**config.mk**
```make
export PLATFORM = sky130hd
export DESIGN_NAME = serial_port_regs
export DESIGN_NICKNAME = d
export VERILOG_FILES = /design/src/rtl/sp_pkg.sv /design/src/rtl/sp_baud_gen.sv /design/src/rtl/sp_rx_hold.sv /design/src/rtl/sp_tx_hold.sv /design/src/rtl/serial_port_regs.sv
export SDC_FILE = /design/constraint.sdc
export NUM_CORES = 1
export LEC_CHECK = 0
export CORE_UTILIZATION = 45
export DETAILED_ROUTE_END_ITERATION = 12
export GPL_TIMING_DRIVEN = 0
export PLACE_DENSITY = 0.65
export SYNTH_ARGS = -nofsm -noshare
export SYNTH_HDL_FRONTEND = slang
export SYNTH_SLANG_ARGS = --single-unit
```
**constraint.sdc**
```tcl
create_clock -name clk -period 3.85 [get_ports clk]
set_input_delay 0.385 -clock clk [delete_from_list [all_inputs] [get_ports clk]]
set_output_delay 0.385 -clock clk [all_outputs]
set_load 0.01 [all_outputs]
```
**src/rtl/sp_pkg.sv**
```systemverilog
package sp_pkg;
  localparam int BYTE_W = 8;
  localparam int ADDR_W = 3;
  localparam int DIV_W  = 2 * BYTE_W;

  localparam logic [ADDR_W-1:0] OFS_DATA = 3'd0;
  localparam logic [ADDR_W-1:0] OFS_IEN  = 3'd1;
  localparam logic [ADDR_W-1:0] OFS_FCTL = 3'd2;
  localparam logic [ADDR_W-1:0] OFS_FMT  = 3'd3;
  localparam logic [ADDR_W-1:0] OFS_STAT = 3'd5;

  localparam int FMT_BANK_BIT = 7;

  // Effective tick period: a zero divisor behaves as one.
  function automatic logic [DIV_W-1:0] eff_period(input logic [DIV_W-1:0] d);
    return (d == '0) ? DIV_W'(1) : d;
  endfunction

  // Line status packing: bit0 data ready, bit1 overrun, bit5 holding empty.
  function automatic logic [BYTE_W-1:0] pack_status(input logic ready,
                                                     input logic ovr,
                                                     input logic empty);
    logic [BYTE_W-1:0] s;
    s    = '0;
    s[0] = ready;
    s[1] = ovr;
    s[5] = empty;
    return s;
  endfunction
endpackage

```
**src/rtl/sp_baud_gen.sv**
```systemverilog
module sp_baud_gen
  import sp_pkg::*;
#(
  parameter int W = DIV_W
) (
  input  logic         clk,
  input  logic         rst_n,
  input  logic [W-1:0] divisor,
  output logic         tick
);
  logic [W-1:0] cnt_q;
  logic [W-1:0] period;

  always_comb begin
    period = (divisor == '0) ? W'(1) : divisor;
    tick   = (cnt_q >= period - W'(1));
  end

  always_ff @(posedge clk) begin
    if (!rst_n)    cnt_q <= '0;
    else if (tick) cnt_q <= '0;
    else           cnt_q <= cnt_q + W'(1);
  end

  // after a tick the next one is at least one cycle away unless the period is 1
  a_r10_tick_spacing: assert property (@(posedge clk) disable iff (!rst_n)
    (tick && period > W'(1) && $stable(divisor)) |=> (!tick || period == W'(1)));
endmodule

```
**src/rtl/sp_rx_hold.sv**
```systemverilog
module sp_rx_hold
  import sp_pkg::*;
#(
  parameter int W = BYTE_W
) (
  input  logic         clk,
  input  logic         rst_n,
  input  logic         in_valid,
  input  logic [W-1:0] in_data,
  input  logic         consume,
  input  logic         status_read,
  output logic [W-1:0] buf_q,
  output logic         ready_q,
  output logic         ovr_q
);
  logic ovr_event;
  assign ovr_event = in_valid && ready_q && !consume;

  always_ff @(posedge clk) begin
    if (!rst_n) begin
      buf_q   <= '0;
      ready_q <= 1'b0;
      ovr_q   <= 1'b0;
    end else begin
      if (in_valid) begin
        buf_q   <= in_data;
        ready_q <= 1'b1;
      end else if (consume) begin
        ready_q <= 1'b0;
      end
      if (ovr_event)        ovr_q <= 1'b1;
      else if (status_read) ovr_q <= 1'b0;
    end
  end

  // a received byte always leaves data ready set
  a_r6_ready_after_rx: assert property (@(posedge clk) disable iff (!rst_n)
    in_valid |=> (ready_q && buf_q == $past(in_data)));
  // an unconsumed byte landing on a full buffer flags overrun
  a_r7_overrun_flag: assert property (@(posedge clk) disable iff (!rst_n)
    (in_valid && ready_q && !consume) |=> ovr_q);
endmodule

```
**src/rtl/sp_tx_hold.sv**
```systemverilog
module sp_tx_hold
  import sp_pkg::*;
#(
  parameter int W = BYTE_W
) (
  input  logic         clk,
  input  logic         rst_n,
  input  logic         load,
  input  logic [W-1:0] load_data,
  input  logic         accept,
  output logic [W-1:0] data_q,
  output logic         empty_q
);
  always_ff @(posedge clk) begin
    if (!rst_n) begin
      data_q  <= '0;
      empty_q <= 1'b1;
    end else if (load) begin
      data_q  <= load_data;
      empty_q <= 1'b0;
    end else if (accept && !empty_q) begin
      empty_q <= 1'b1;
    end
  end

  // a load always leaves the holding register full with the written byte
  a_r8_load_fills: assert property (@(posedge clk) disable iff (!rst_n)
    load |=> (!empty_q && data_q == $past(load_data)));
  // a handshake without a new load empties the register
  a_r8_accept_empties: assert property (@(posedge clk) disable iff (!rst_n)
    (accept && !empty_q && !load) |=> empty_q);
endmodule

```
**src/rtl/serial_port_regs.sv**
```systemverilog
module serial_port_regs
  import sp_pkg::*;
#(
  parameter int AW = ADDR_W,
  parameter int DW = BYTE_W
) (
  input  logic          clk,
  input  logic          rst_n,
  input  logic [AW-1:0] bus_addr,
  input  logic          bus_wr,
  input  logic [DW-1:0] bus_wdata,
  input  logic          bus_rd,
  output logic [DW-1:0] bus_rdata,
  output logic [1:0]    word_len,
  output logic          fifo_en,
  output logic          baud_tick,
  output logic [DW-1:0] tx_data,
  output logic          tx_valid,
  input  logic          tx_accept,
  input  logic [DW-1:0] rx_data,
  input  logic          rx_valid,
  output logic          irq
);
  localparam int DVW = 2 * DW;

  logic [DW-1:0] fmt_q, ien_q, fctl_q, div_lo_q, div_hi_q;
  logic          bank;

  // Decoded bus events, named for the checks
  logic wr_fmt, wr_fctl, wr_ien, wr_div_lo, wr_div_hi, wr_hold;
  logic rd_buf, rd_stat;

  logic [DW-1:0] rx_buf;
  logic          rx_ready, rx_ovr, tx_empty;
  logic [DVW-1:0] divisor;

  assign bank = fmt_q[FMT_BANK_BIT];

  always_comb begin
    wr_fmt    = bus_wr && bus_addr == OFS_FMT;
    wr_fctl   = bus_wr && bus_addr == OFS_FCTL;
    wr_ien    = bus_wr && bus_addr == OFS_IEN  && !bank;
    wr_div_hi = bus_wr && bus_addr == OFS_IEN  &&  bank;
    wr_hold   = bus_wr && bus_addr == OFS_DATA && !bank;
    wr_div_lo = bus_wr && bus_addr == OFS_DATA &&  bank;
    rd_buf    = bus_rd && bus_addr == OFS_DATA && !bank;
    rd_stat   = bus_rd && bus_addr == OFS_STAT;
  end

  always_ff @(posedge clk) begin
    if (!rst_n) begin
      fmt_q    <= '0;
      ien_q    <= '0;
      fctl_q   <= '0;
      div_lo_q <= DW'(1);
      div_hi_q <= '0;
    end else begin
      if (wr_fmt)    fmt_q    <= bus_wdata;
      if (wr_fctl)   fctl_q   <= bus_wdata;
      if (wr_ien)    ien_q    <= bus_wdata;
      if (wr_div_lo) div_lo_q <= bus_wdata;
      if (wr_div_hi) div_hi_q <= bus_wdata;
    end
  end

  assign divisor = {div_hi_q, div_lo_q};

  sp_rx_hold #(.W(DW)) u_rx (
    .clk         (clk),
    .rst_n       (rst_n),
    .in_valid    (rx_valid),
    .in_data     (rx_data),
    .consume     (rd_buf),
    .status_read (rd_stat),
    .buf_q       (rx_buf),
    .ready_q     (rx_ready),
    .ovr_q       (rx_ovr)
  );

  sp_tx_hold #(.W(DW)) u_tx (
    .clk       (clk),
    .rst_n     (rst_n),
    .load      (wr_hold),
    .load_data (bus_wdata),
    .accept    (tx_accept),
    .data_q    (tx_data),
    .empty_q   (tx_empty)
  );

  sp_baud_gen #(.W(DVW)) u_baud (
    .clk     (clk),
    .rst_n   (rst_n),
    .divisor (divisor),
    .tick    (baud_tick)
  );

  always_comb begin
    unique case (bus_addr)
      OFS_DATA: bus_rdata = bank ? div_lo_q : rx_buf;
      OFS_IEN:  bus_rdata = bank ? div_hi_q : ien_q;
      OFS_FCTL: bus_rdata = fctl_q;
      OFS_FMT:  bus_rdata = fmt_q;
      OFS_STAT: bus_rdata = pack_status(rx_ready, rx_ovr, tx_empty);
      default:  bus_rdata = '0;
    endcase
  end

  assign word_len = fmt_q[1:0];
  assign fifo_en  = fctl_q[0];
  assign tx_valid = !tx_empty;
  assign irq      = ien_q[0] && rx_ready;

  // with the enable held, an arriving byte raises the interrupt next cycle
  a_r9_irq_on_rx: assert property (@(posedge clk) disable iff (!rst_n)
    (rx_valid && ien_q[0] && !wr_ien) |=> irq);
  // divisor-bank writes never disturb the byte offered to the serialiser
  a_r3_bank_keeps_tx: assert property (@(posedge clk) disable iff (!rst_n)
    (wr_div_lo || wr_div_hi) |=> $stable(tx_data));
  // no interrupt without data ready
  a_r9_irq_needs_data: assert property (@(posedge clk) disable iff (!rst_n)
    !rx_ready |-> !irq);
endmodule

```
==> results of run 1 <==
## cells by family after synthesis
logic type | after synthesis
mux | 47
flops | 75
buf+inv | 34
fa+ha+maj | 18
simple gates | 187
xor+xnor | 26
compound gates | 77
## power breakdown
group / switching (µW) / total [µW] / internal, µW
Combinational: 78.1 / 147 / 68.9
Clock: 306 / 690 / 384
Sequential: 8.93 / 790 / 781
## synthesized netlist by cell type, types with 14 or more instances
library cell	count	area (µm²)
dfxtp_1	75	1500
nand2_1	62	233
mux2i_1	41	410
nor2b_1	30	188
a21boi_0	29	218
nor4_1	21	131
xnor2_1	19	166
ha_1	18	225
nand3_1	17	85.1
nor2_1	17	63.8
o21ai_0	15	75.1
clkbuf_1	14	52.6
## worst max-delay path by stage
stage	endpoint	slack (ns)	cells past startpoint
after floorplan	baud_tick	0.25	14
after global placement	baud_tick	-0.60	15
after detailed placement	baud_tick	-0.65	15
after CTS	baud_tick	-0.006	16
after global routing	baud_tick	-0.22	16
final	baud_tick	-0.05	16
## per-stage QoR
step           hold slack, ns  utilization  power [µW]
6_report                0.466        0.590        1630
5_1_grt                 0.498        0.590        1690
4_1_cts                 0.469        0.588        1640
3_5_place_dp            0.458        0.538         961
3_3_place_gp            0.451        0.538         958
2_1_floorplan           0.443            -         890
## registers in the layout, summed over array words and instances (netlist names), 8 cells and up
register	cells
div_hi_q	8
u_tx.data_q	8
u_rx.buf_q	8
u_baud.cnt_q	16
fmt_q	8
fctl_q	8
div_lo_q	8
ien_q	8
## per-layer routing
| layer | global-route usage | vias to the layer above | part of all wire |
|---|---|---|---|
| met5 | 0 | - | 0 |
| li1 | - | 1790 | - |
| met3 | 0.0418 | 13 | 0.064 |
| met1 | 0.363 | 1779 | 0.47 |
| met4 | 0.0631 | 0 | 0.012 |
| met2 | 0.388 | 146 | 0.45 |
## worst register-to-register path, cell delays in order (launching register included)
cell      delay (ns)
dfxtp_2         0.33
buf_6           0.10
nor4_4          0.05
nand4_1         0.12
nor2_1          0.05
nor2_1          0.13
ha_2            0.20
or4b_4          0.48
nand2b_4        0.19
nor3b_4         0.21
xnor2_1         0.11
ha_1            0.34
nand4_1         0.15
or3_4           0.37
buf_4           0.17
o31ai_4         0.45
nor4b_1         0.10
## layout make-up
class	instances	area, µm²
Timing Repair Buffer	58	538
Buffer	24	123
Inverter	9	33.8
Clock buffer	10	138
Sequential cell	75	1550
Clock inverter	6	87.6
Multi-Input combinational cell	355	2650
Tap cell	108	135
Fill cell	792	3640
## what timing repair did
action                                  4_1_cts  5_1_grt
resized for setup                            45        5
endpoints found under the setup margin       17       10
setup buffers                                15        0
pin swaps                                    13        4
==> impl_results.md, run 1 <==
- Outcome: complete, but fails checks
- Failing checks: negative setup slack
- Tmin final: 3.90 ns
- Gp weighted congestion: 0.875
- NumNets Final: 575
- Type of origin of the critical path: register
- Hold Path End: fctl_q[1]
- Aggregate global routing overflow: 0
- Maxcap violations: 0
- Internal reg-to-reg setup slack: 0.19 ns
- Yosys cell types: 53
- Power per cell area: 310 nW/µm²
- Skew final: 0.0138 ns
- Initial core utilization: 0.474
- Clock Latency Late Sink: 0.35 ns
- Mux share of post-synthesis cell area: 0.116
- Ys async rst share: 0
- Pleak: 0.00194 µW
- Slowest stage delay, CP: 0.48 ns
- Syn Nets: 507
- Root buffer cell: clkbuf_8
- DRC: 0
- Post-synthesis register bit count: 75
- Drt total wl: 11700 µm
- Worst Tran Pin Value: 0.769 ns
- Hold Crit Depth: 2
- CP delay by family, top: simple AND/OR/NAND/NOR gates
- Crit path max fanout: 3
- Fraction of layout cells with a size suffix above 1: 0.168
- Ports: 47
- # rows: 34
- Vias in the first global route: 3624
- Sequential fraction of the synthesis area: 0.356
- # port buffers: 43
- Worst Path Required: 3.46 ns
- Syn Std Cell Area: 4210 µm²
- Worst-path clk slew: 0.08 ns
- Pre-CTS setup slack: -0.653 ns
- Initial antenna violation count: 0
- Hold Crit Start: fctl_q[1]
- Top FF cell, synth: dfxtp_1
- Worst R2R Start: div_hi_q[1]
- Core Region: 8890 µm²
- Post-route cell area: 5250 µm²
- Commonest cells after routing, fill and taps aside: nand2_1 (62), dfxtp_1 (60), clkdlybuf4s50_1 (42)
- Worst rel slew slack: 0.487
- Die footprint: 9760 µm²
- Final Instance Count excl. Fillers: 645
- Synth Area in Compound Gates: 0.144
- VDD IR-drop max: 181 µV
- Synthesis warning total: 0
- Final setup margin: -0.0515 ns
- Worst path slowest cell: or4b_4
- Final Hold Viols: 0
- Post-DP HPWL: 8270 µm
- Synth Area in Simple Gates: 0.240
- Largest family of logic cells by synthesized area: simple AND/OR/NAND/NOR gates
- Synth Instances: 464
- Worst min path class: register to register
- WL/cell: 18.1 µm
- Longest Clk Path Bufs: 2
- Routed Antenna Nets: 0
- Peak Freq: 256 MHz
- Crit-path cells: buf_6 -> nor4_4 -> nand4_1 -> nor2_1 -> nor2_1 -> ha_2 -> or4b_4 -> nand2b_4 -> nor3b_4 -> xnor2_1 -> ha_1 -> nand4_1 -> or3_4 -> nor3_2 -> or3_1 -> buf_2
- Total GRT Usage: 0.251
- Diodes inserted: 0
- Final setup vio count: 1
- Worst reg2reg path endpoint: u_baud.cnt_q[1]
- Buf/Inv on CP: 2
- RSZ-0062 raised after global routing: yes
- Drt first pass iters: 5
- Setup TNS: -0.0515 ns
- Final worst path period share: 1.01
- Slew Viols, Final: 0
- Mean Syn Cell Area: 9.08 µm²
- Crit Path Class: register to primary output
- Number of hold buffers added after CTS: 0
- H-tree levels: 3
- Xor and xnor area share after synthesis: 0.0540
- Vias/cell: 5.78
- WP data arrival: 3.52 ns
- Placed cell count: 615
- Cell Area, Placed: 4780 µm²
- CP Capture Type: primary output
- Total CTS buffers: 9
- EDFF count, synth: 0
- Layout area overhead: 24.6%
- First-pass GRT wire length: 19000 µm
- Height of the chip: 98.8 µm
- Synth Area in Adders: 0.0534
- Chip Width: 98.8 µm
- Commonest non-fill, non-tap cell in the layout: nand2_1
- 1st-iter DRT viols: 307
- Largest net degree at the start of global routing: 14
- Via count: 3728
- CTS tree: yes
- R2R cell count: 16
- Crit path launch: div_hi_q[1]
- Clock Sinks: 75
Power figures use the tool's default switching activity.
==> run 2: changes to the inputs <==
--- a/config.mk
+++ b/config.mk
@@ -5,6 +5,7 @@
 export SDC_FILE = /design/constraint.sdc
 export NUM_CORES = 1
 export LEC_CHECK = 0
+export CORE_ASPECT_RATIO = 1.2
 export CORE_UTILIZATION = 45
 export DETAILED_ROUTE_END_ITERATION = 12
 export GPL_TIMING_DRIVEN = 0
==> run 2 against run 1 <==
Against the previous run: combinational power about the same; largest power group unchanged; the flow still finishes with violations (negative setup slack); worst setup slack improved by 0.017 ns; highest routed layer unchanged; register-to-register slack improved by 0.04 ns; sequential cell count did not move; power decreased by 5.1%; design area down 0.21%; critical path depth shrank 1; non-clock buffer count is 2 higher; die area about the same; cell count grew 2.2%; fmax up 0.45%.
==> impl_results.md, run 2 (synthesized netlist as in run 1, its figures left out) <==
- Die footprint: 9760 µm²
- Hold Path End: fmt_q[2]
- Drt total wl: 11600 µm
- Ports: 47
- Worst Tran Pin Value: 0.748 ns
- Aggregate global routing overflow: 0
- Slew Viols, Final: 0
- Buf/Inv on CP: 2
- Worst rel slew slack: 0.501
- Crit Path Class: register to primary output
- Hold Crit Start: fmt_q[2]
- Total GRT Usage: 0.250
- Core Region: 9080 µm²
- Maxcap violations: 0
- Diodes inserted: 0
- # port buffers: 43
- WP data arrival: 3.50 ns
- Chip Width: 90.3 µm
- Initial core utilization: 0.464
- Vias/cell: 5.54
- Combinational Power Share: 0.096
- Height of the chip: 108 µm
- Gp weighted congestion: 0.856
- NumNets Final: 577
- Setup TNS: -0.0341 ns
- Clock Sinks: 75
- Peak Freq: 257 MHz
- Clock Latency Late Sink: 0.36 ns
- Crit-path cells: buf_6 -> nor4_4 -> nand4_1 -> nor2_2 -> nor2_2 -> ha_2 -> or4b_4 -> nor2_1 -> xnor2_1 -> ha_1 -> a41oi_1 -> o21ai_0 -> o2bb2ai_4 -> or3_1 -> buf_2
- Final setup margin: -0.0341 ns
- Post-DP HPWL: 8250 µm
- Final setup vio count: 1
- H-tree levels: 3
- P_sw: 397 µW
- Worst path slowest cell: or4b_4
- Worst min path class: register to register
- Slowest stage delay, CP: 0.48 ns
- Largest Register: u_baud.cnt_q
- Sw Ratio: 0.257
- RSZ-0062 raised after global routing: yes
- Worst R2R Start: div_hi_q[1]
- Pleak: 0.00193 µW
- Worst reg2reg path endpoint: u_baud.cnt_q[4]
- CTS tree: yes
- Failing checks: negative setup slack
- Pint: 1150 µW
- Initial antenna violation count: 0
- R2R cell count: 16
- Crit path max fanout: 3
- First-pass GRT wire length: 18900 µm
- Fillcell total: 842
- Type of origin of the critical path: register
- Fraction of layout cells with a size suffix above 1: 0.173
- WL/cell: 17.6 µm
- WHS: 0.469 ns
- Reg power frac: 0.511
- Commonest cells after routing, fill and taps aside: nand2_1 (62), dfxtp_1 (59), clkdlybuf4s50_1 (42)
- Clock Power Share: 0.393
- VDD IR-drop max: 223 µV
- Power per cell area: 295 nW/µm²
- Routed Antenna Nets: 0
- DRC: 0
- CP Capture Type: primary output
- Total CTS buffers: 9
- Root buffer cell: clkbuf_8
- Largest net degree at the start of global routing: 14
- Layout area overhead: 24.3%
- Final Hold Viols: 0
- 1st-iter DRT viols: 131
- Tmin final: 3.88 ns
- Post-route cell area: 5240 µm²
- Cell mode on critical path: nor2_2
- Commonest non-fill, non-tap cell in the layout: nand2_1
- Via count: 3653
- Outcome: complete, but fails checks
- Final worst path period share: 1.01
- Drt first pass iters: 4
- Worst-path clk slew: 0.08 ns
- Max reg flops: 16
- CP delay by family, top: simple AND/OR/NAND/NOR gates
- # rows: 38
- Longest Clk Path Bufs: 2
- Cell Area, Placed: 4790 µm²
- Crit path launch: div_hi_q[1]
- Skew final: 0.0110 ns
- Number of hold buffers added after CTS: 0
- Internal reg-to-reg setup slack: 0.23 ns
- Vias in the first global route: 3722
- Hold Crit Depth: 2
- Worst Path Required: 3.46 ns
-- run 2: worst max path at each step --
stage	end	slack, ns	cells past startpoint
global route	baud_tick	-0.22	16
finish	baud_tick	-0.03	15
CTS	baud_tick	-0.05	16
floorplan	baud_tick	0.25	14
detailed placement	baud_tick	-0.76	15
global placement	baud_tick	-0.67	15
-- run 2: metrics by stage --
stage                     power [µW]  instances  worst slack [ns]   util
final                           1540        659           -0.0341  0.577
after global routing            1600        659            -0.224  0.577
after CTS                       1550        658           -0.0541  0.575
after detailed placement         961        627            -0.760  0.528
after global placement           959        627            -0.669  0.528
after floorplan                  890        464             0.253      -
-- run 2: what timing repair did --
item | CTS | global route
setup endpoints to repair | 17 | 2
resized for setup | 46 | 2
pin swaps | 14 | 4
buffers inserted | 16 | 1
-- run 2: area by class of cell --
type	instances	area (µm²)	area share
multi-input combinational	355	2640	0.504
clock inverter	7	68.8	0.0131
clock buffer	9	124	0.0236
tap	120	150	0.0287
timing repair buffer	60	553	0.106
buffer	24	121	0.0232
inverter	9	33.8	0.00645
sequential	75	1550	0.296
-- run 2: tightest hold or removal path, cell delays in order, from the launching register on --
cell and delay [ns]:
dfxtp_1 0.32, nand2_1 0.05, a21boi_0 0.06
-- run 2: power by group through the flow --
stage | clock, µW | sequential (µW) | combinational, µW
floorplan | 0 | 814 | 76.5
global placement | 0 | 815 | 144
detailed placement | 0 | 815 | 146
CTS | 618 | 789 | 147
global route | 653 | 791 | 160
finish | 606 | 790 | 148
-- run 2: layer usage --
metal | GRT usage | wire length (µm) | vias up
met5 | 0 | 0 | -
met4 | 0.109 | 246 | 0
met3 | 0.0408 | 406 | 21
met2 | 0.463 | 6010 | 87
met1 | 0.282 | 4920 | 1745
li1 | - | - | 1800
==> run 3: changes to the inputs <==
--- a/config.mk
+++ b/config.mk
@@ -5,6 +5,7 @@
 export SDC_FILE = /design/constraint.sdc
 export NUM_CORES = 1
 export LEC_CHECK = 0
+export CAP_MARGIN = 20
 export CORE_ASPECT_RATIO = 1.2
 export CORE_UTILIZATION = 45
 export DETAILED_ROUTE_END_ITERATION = 12
==> results of run 3 <==
Same layout as run 2: the final DEF is identical, and so are final timing and power.
